--- config.mk ---
export PLATFORM = sky130hd
export DESIGN_NAME = dual_path_prefetch
export DESIGN_NICKNAME = d
export VERILOG_FILES = /design/src/rtl/dpp_pkg.sv /design/src/rtl/dpp_fifo.sv /design/src/rtl/dpp_arbiter.sv /design/src/rtl/dpp_branch_track.sv /design/src/rtl/dual_path_prefetch.sv
export SDC_FILE = /design/constraint.sdc
export NUM_CORES = 1
export LEC_CHECK = 0
export ABC_CLOCK_PERIOD_IN_PS = 2900
export BUFFER_PORTS_ARGS = -buffer_cell sky130_fd_sc_hd__clkbuf_2
export CAP_MARGIN = 10
export CORE_ASPECT_RATIO = 1.1
export CORE_MARGIN = 2
export CORE_UTILIZATION = 30
export CTS_CLUSTER_DIAMETER = 30
export DETAILED_ROUTE_END_ITERATION = 7
export SYNTH_ARGS = -nofsm -noshare
export SYNTH_HDL_FRONTEND = slang
export SYNTH_SLANG_ARGS = --single-unit
--- constraint.sdc ---
create_clock -name clk -period 2.9 [get_ports clk]
set_input_delay 0.29 -clock clk [delete_from_list [all_inputs] [get_ports clk]]
set_output_delay 0.29 -clock clk [all_outputs]
set_load 0.02 [all_outputs]
--- src/rtl/dpp_pkg.sv ---
package dpp_pkg;

   typedef enum logic {
      SRC_SEQ = 1'b0,
      SRC_TGT = 1'b1
   } fetch_src_e;

endpackage

--- src/rtl/dpp_fifo.sv ---
module dpp_fifo #(
   parameter int WIDTH = 48,
   parameter int DEPTH = 4
) (
   input  logic             clk,
   input  logic             rst_n,
   input  logic             flush,
   input  logic             push,
   input  logic [WIDTH-1:0] din,
   input  logic             pop,
   output logic [WIDTH-1:0] dout,
   output logic             full,
   output logic             empty
);
   localparam int PW = (DEPTH > 1) ? $clog2(DEPTH) : 1;
   localparam int CW = $clog2(DEPTH + 1);
   localparam bit POW2 = ((DEPTH & (DEPTH - 1)) == 0);

   logic [WIDTH-1:0] store [DEPTH];
   logic [PW-1:0]    wr_ptr, rd_ptr, wr_nxt, rd_nxt;
   logic [CW-1:0]    count;
   logic             do_push, do_pop;

   assign full    = (count == CW'(DEPTH));
   assign empty   = (count == '0);
   assign do_push = push && !full && !flush;
   assign do_pop  = pop && !empty && !flush;
   assign dout    = store[rd_ptr];

   // pointer wrap: free-running for power-of-two depths, compare otherwise
   generate
      if (POW2) begin : g_wrap_nat
         assign wr_nxt = wr_ptr + 1'b1;
         assign rd_nxt = rd_ptr + 1'b1;
      end else begin : g_wrap_cmp
         assign wr_nxt = (wr_ptr == PW'(DEPTH - 1)) ? '0 : wr_ptr + 1'b1;
         assign rd_nxt = (rd_ptr == PW'(DEPTH - 1)) ? '0 : rd_ptr + 1'b1;
      end
   endgenerate

   always_ff @(posedge clk) begin
      if (!rst_n || flush) begin
         wr_ptr <= '0;
         rd_ptr <= '0;
         count  <= '0;
      end else begin
         if (do_push) wr_ptr <= wr_nxt;
         if (do_pop)  rd_ptr <= rd_nxt;
         count <= count + CW'(do_push) - CW'(do_pop);
      end
   end

   always_ff @(posedge clk) begin
      if (do_push) store[wr_ptr] <= din;
   end

endmodule

--- src/rtl/dpp_arbiter.sv ---
module dpp_arbiter
   import dpp_pkg::*;
#(
   parameter int AW = 16
) (
   input  logic          prim_full,
   input  logic          sec_full,
   input  logic          pending,
   input  logic [AW-1:0] seq_pc,
   input  logic [AW-1:0] tgt_pc,
   output logic          req,
   output logic [AW-1:0] addr,
   output fetch_src_e    src
);
   logic want_seq, want_tgt;

   assign want_seq = !prim_full;
   assign want_tgt = pending && !sec_full;

   always_comb begin
      req  = want_seq || want_tgt;
      src  = want_seq ? SRC_SEQ : SRC_TGT;
      addr = want_seq ? seq_pc : tgt_pc;
   end

endmodule

--- src/rtl/dpp_branch_track.sv ---
module dpp_branch_track
   import dpp_pkg::*;
#(
   parameter int          AW       = 16,
   parameter logic [15:0] RESET_PC = 16'h0100
) (
   input  logic          clk,
   input  logic          rst_n,
   input  logic          br_acc,
   input  logic [AW-1:0] br_target,
   input  logic          grant,
   input  fetch_src_e    src,
   input  logic          resolve,
   input  logic          taken,
   output logic          pending,
   output logic          sel,
   output logic [AW-1:0] seq_pc,
   output logic [AW-1:0] tgt_pc
);
   logic tgt_adv, seq_adv;

   assign tgt_adv = grant && (src == SRC_TGT);
   assign seq_adv = grant && (src == SRC_SEQ);

   always_ff @(posedge clk) begin
      if (!rst_n) begin
         pending <= 1'b0;
         sel     <= 1'b0;
         seq_pc  <= AW'(RESET_PC);
         tgt_pc  <= '0;
      end else begin
         if (br_acc) begin
            pending <= 1'b1;
            tgt_pc  <= br_target;
         end else if (tgt_adv) begin
            tgt_pc  <= tgt_pc + 1'b1;
         end
         if (resolve) pending <= 1'b0;
         if (taken) begin
            sel    <= ~sel;
            seq_pc <= tgt_pc + AW'(tgt_adv);
         end else if (seq_adv) begin
            seq_pc <= seq_pc + 1'b1;
         end
      end
   end

endmodule

--- src/rtl/dual_path_prefetch.sv ---
module dual_path_prefetch
   import dpp_pkg::*;
#(
   parameter int          AW       = 16,
   parameter int          DW       = 32,
   parameter int          DEPTH    = 4,
   parameter logic [15:0] RESET_PC = 16'h0100
) (
   input  logic          clk,
   input  logic          rst_n,
   output logic          mem_req,
   output logic [AW-1:0] mem_addr,
   input  logic          mem_gnt,
   input  logic [DW-1:0] mem_rdata,
   input  logic          br_valid,
   input  logic [AW-1:0] br_target,
   output logic          br_ready,
   input  logic          rs_valid,
   input  logic          rs_taken,
   output logic          out_valid,
   input  logic          out_ready,
   output logic [DW-1:0] out_instr,
   output logic [AW-1:0] out_pc
);
   localparam int EW = AW + DW;

   generate
      if (DEPTH < 2)  begin : g_bad_depth  $error("DEPTH must be at least 2"); end
      if (AW < 4 || AW > 16) begin : g_bad_aw $error("AW must be 4..16"); end
      if (DW < 1)     begin : g_bad_dw     $error("DW must be positive"); end
   endgenerate

   logic          pending, sel, grant, resolve, taken, not_taken, br_acc;
   logic          prim_full, sec_full, src_is_tgt;
   logic [AW-1:0] seq_pc, tgt_pc;
   fetch_src_e    src;

   logic [1:0]    buf_full, buf_empty, buf_push, buf_pop, buf_flush;
   logic [EW-1:0] buf_dout [2];

   assign grant      = mem_req && mem_gnt;
   assign resolve    = rs_valid && pending;
   assign taken      = resolve && rs_taken;
   assign not_taken  = resolve && !rs_taken;
   assign br_ready   = !pending;
   assign br_acc     = br_valid && br_ready;
   assign src_is_tgt = (src == SRC_TGT);
   assign prim_full  = buf_full[sel];
   assign sec_full   = buf_full[~sel];

   dpp_arbiter #(.AW(AW)) u_arb (
      .prim_full (prim_full),
      .sec_full  (sec_full),
      .pending   (pending),
      .seq_pc    (seq_pc),
      .tgt_pc    (tgt_pc),
      .req       (mem_req),
      .addr      (mem_addr),
      .src       (src)
   );

   dpp_branch_track #(.AW(AW), .RESET_PC(RESET_PC)) u_trk (
      .clk       (clk),
      .rst_n     (rst_n),
      .br_acc    (br_acc),
      .br_target (br_target),
      .grant     (grant),
      .src       (src),
      .resolve   (resolve),
      .taken     (taken),
      .pending   (pending),
      .sel       (sel),
      .seq_pc    (seq_pc),
      .tgt_pc    (tgt_pc)
   );

   // two physical queues; sel names the one currently feeding decode
   generate
      for (genvar i = 0; i < 2; i++) begin : g_buf
         logic is_prim;
         assign is_prim      = (sel == 1'(i));
         assign buf_push[i]  = grant && (is_prim ? !src_is_tgt : src_is_tgt);
         assign buf_flush[i] = is_prim ? taken : not_taken;
         assign buf_pop[i]   = is_prim && out_valid && out_ready;

         dpp_fifo #(.WIDTH(EW), .DEPTH(DEPTH)) u_fifo (
            .clk   (clk),
            .rst_n (rst_n),
            .flush (buf_flush[i]),
            .push  (buf_push[i]),
            .din   ({mem_addr, mem_rdata}),
            .pop   (buf_pop[i]),
            .dout  (buf_dout[i]),
            .full  (buf_full[i]),
            .empty (buf_empty[i])
         );
      end
   endgenerate

   assign out_valid = !buf_empty[sel];
   assign {out_pc, out_instr} = buf_dout[sel];

endmodule

==> qor.tcl <==
set qor(outcome) {complete, no violations}
set qor(drt-initial-drc-count) 649
set qor(grt_pass1_wl_um) 62000
set qor(power.density_nw_per_um2) 908
set qor(replace_congestion) 0.843
set qor(num_antenna_cells) 0
set qor(clock_buffers_created_by_tritoncts) 90
set qor(synth-edff-count) 384
set qor(clock.fmax_mhz) 362
set qor(met1_length_um) 18100
set qor(drive_above_1_share_pct) 38.5
set qor(path_clk_slew_ns) 0.04
set qor(area_delta_synth_final_pct) 30.7
set qor(worstSkewPairLatency_ns) 0.60
set qor(met3WireLength_um) 1900
set qor(die_h_um) 258
set qor(route.antenna.remaining_nets) 0
set qor(finish_stage_setup_viols) 0
set qor(yosysMostFrequentCell) {edfxtp_1}
set qor(timing.clock.skew_ns) 0.0157
set qor(place_hpwl_um) 22500
set qor(grt.total_usage_pct) 13.6
set qor(mappedNetlistNets) 1023
set qor(die_x_um) 235
set qor(crit_arrival_ns) 2.47
set qor(synth.top_cells.by_area) {edfxtp_1 65%, mux4_2 12%, dfxtp_1 5.9%}
set qor(cap_violations) 0
set qor(tritoncts) {built}
set qor(unrepaired_setup_endpoints_after_global_routing) {false}
set qor(syn-mean-instance-area_um2) 18.6
set qor(totalWireLength_um) 40700
set qor(grt_max_degree) 50
set qor(floorplan.initialDensity_pct) 30.2
set qor(worstSetupPathType) {register to primary output}
set qor(timing_hold_violations_final) 0
set qor(worst_ir_drop_vdd_v) 0.000418
set qor(root_buffer) {clkbuf_16}
set qor(area_share_of_the_largest_cell_type_after_synthesis_pct) 65.4
set qor(synth_seq_cells) 436
set qor(antenna_found_initial) 0
set qor(cells_after_synthesis) 950
set qor(worst_setup_path_end_kind) {primary output}
set qor(core.rowCount) 93
set qor(clk_path_buf_depth) 3
set qor(grt_overflow) 0
set qor(met2WireLength_um) 19600
set qor(wire_per_inst_um) 20.2
set qor(synth_top_flop_cell) {edfxtp_1}
set qor(num_vias) 9600
set qor(synth_warnings) 0
set qor(via_per_inst) 4.75
set qor(synth_cell_type_count) 47
set qor(drc) 0
set qor(critPathLaunchType) {register}
set qor(synth-seq-area-share_pct) 71.3
set qor(via_count_of_the_first_global_routing_pass) 10300
set qor(fp.dieArea_um2) 60800
set qor(hp-class) {primary input to register}
set qor(required_ns) 2.61
set qor(total_leakage_power_nw) 7.78
set qor(synth_area_um2) 17600
set qor(synthDominantAreaCellType) {edfxtp_1}
set qor(share_of_the_clock_period_used_by_the_worst_path_pct) 95.1
set qor(top_signal_layer_used) {met4}
set qor(design.final.nets) 1261
set qor(finalWorstPathRequiredPeriod_ns) 2.76
set qor(timing_worst_slew_pin_value_ns) 0.947
set qor(post_synth_most_frequent_cells) {384 x edfxtp_1, 96 x mux4_2, 64 x mux2_2}
set qor(fin_tns_setup_ns) 0
set qor(ios) 122
set qor(clock_sinks) 436
set qor(slew_headroom_pct) 36.9
set qor(async_reset_ff_share_pct) 0
set qor(maximum_fanout_along_the_worst_path) 49
set qor(finalMaxSlewViolations) 0
set qor(place.port_buffers) 121
set qor(dr.pass1.iters) 5
set qor(ctsHtreeMaxLevel) 3
set qor(post-route-worst-setup-slack_ns) 0.141
set qor(fp.coreArea_um2) 58400
set qor(preCtsSetupSlack_ns) 0.211
## cells by family (layout without fill, tap and decap cells)
family / after synthesis / count (layout) / synth area share (%)
DFF: 436 / 436 / 71.3
muxes: 167 / 167 / 16.7
and+or+nand+nor: 137 / 137 / 4.21
AOI/OAI and AO/OA: 76 / 76 / 2.43
buffers and inverters: 65 / 376 / 1.49
xor gates and xnor gates: 51 / 51 / 2.53
adders and majority gates: 18 / 18 / 1.36
## path summary, 6_finish.rpt
kind	startpoint	end	slack, ns	cells after the start
worst max-delay path	u_trk.sel	out_pc[8]	0.14	3
worst min-delay path	br_target[3]	u_trk.tgt_pc[3]	0.02	3
worst max register to register	g_buf[0].u_fifo.count[1]	u_trk.seq_pc[9]	0.19	9
worst min register to register	g_buf[0].u_fifo.rd_ptr[0]	g_buf[0].u_fifo.rd_ptr[0]	0.54	2
## power by group
| group | internal (mW) | total [mW] | switching, mW |
|---|---|---|---|
| clock | 7.29 | 10.6 | 3.32 |
| sequential | 7.29 | 7.50 | 0.210 |
| combinational | 1.23 | 2.83 | 1.60 |
## repair_timing
action / in CTS / in global routing
resized for setup: 0 / 1
endpoints found under the setup margin: 0 / 15
buffers inserted: 0 / 6
hold endpoints to repair: 268 / 0
hold buffers: 44 / 0
## metrics by stage
step                std cells  hold WS (ns)  utilization, %  instance area [um2]  total power, mW
detailed placement       1806         0.530            33.2                19400             10.5
global placement         1806         0.515            33.2                19400             10.4
CTS                      2015       0.00166            39.4                23000             21.2
floorplan                 950         0.389               -                17600             9.39
global route             2021        0.0162            39.5                23100             21.7
finish                   2021        0.0183            39.5                23100             21.0
## flip-flops by register name (all words and copies together) (netlist names), named ones only
| name | cells |
|---|---|
| g_buf.u_fifo.rd_ptr | 4 |
| g_buf.u_fifo.count | 6 |
| u_trk.seq_pc | 16 |
| g_buf.u_fifo.store | 384 |
| u_trk.tgt_pc | 16 |
| u_trk.pending | 1 |
| g_buf.u_fifo.wr_ptr | 4 |
| u_trk.sel | 1 |
## critical path: stages (launching register included)
cell and delay [ns]:
dfxtp_4 0.42, buf_4 0.73, mux2_2 0.49, clkbuf_2 0.18
## layout by cell type, fill, tap and decap left out, drive strengths merged, types with 12 or more instances in the layout
master / instances
buf: 32
nand2: 29
nor2: 26
inv: 20
mux2: 64
xor2: 19
o21ai: 34
mux4: 96
dlygate4sd3: 44
bufinv: 18
a21oi: 30
dfxtp: 52
nand4: 15
and2: 12
edfxtp: 384
clkinv: 35
xnor2: 32
ha: 16
nor3: 12
clkbuf: 217
## per-layer routing
layer / vias to the layer above / global-route usage [%]
li1: 4322 / -
met1: 4930 / 17.4
met2: 269 / 22.4
met3: 79 / 2.88
met4: 0 / 5.66
met5: - / 0
## area by class of cell
| type | instances | area, um2 |
|---|---|---|
| clock buffers | 96 | 2270 |
| clock inverters | 69 | 905 |
| fillers | 5375 | 35300 |
| inverters | 14 | 52.6 |
| multi-input cells | 449 | 4820 |
| flip-flops and latches | 436 | 12600 |
| well taps | 760 | 951 |
| repair buffers | 197 | 1480 |
No activity file was read; power rests on OpenSTA's default activity.
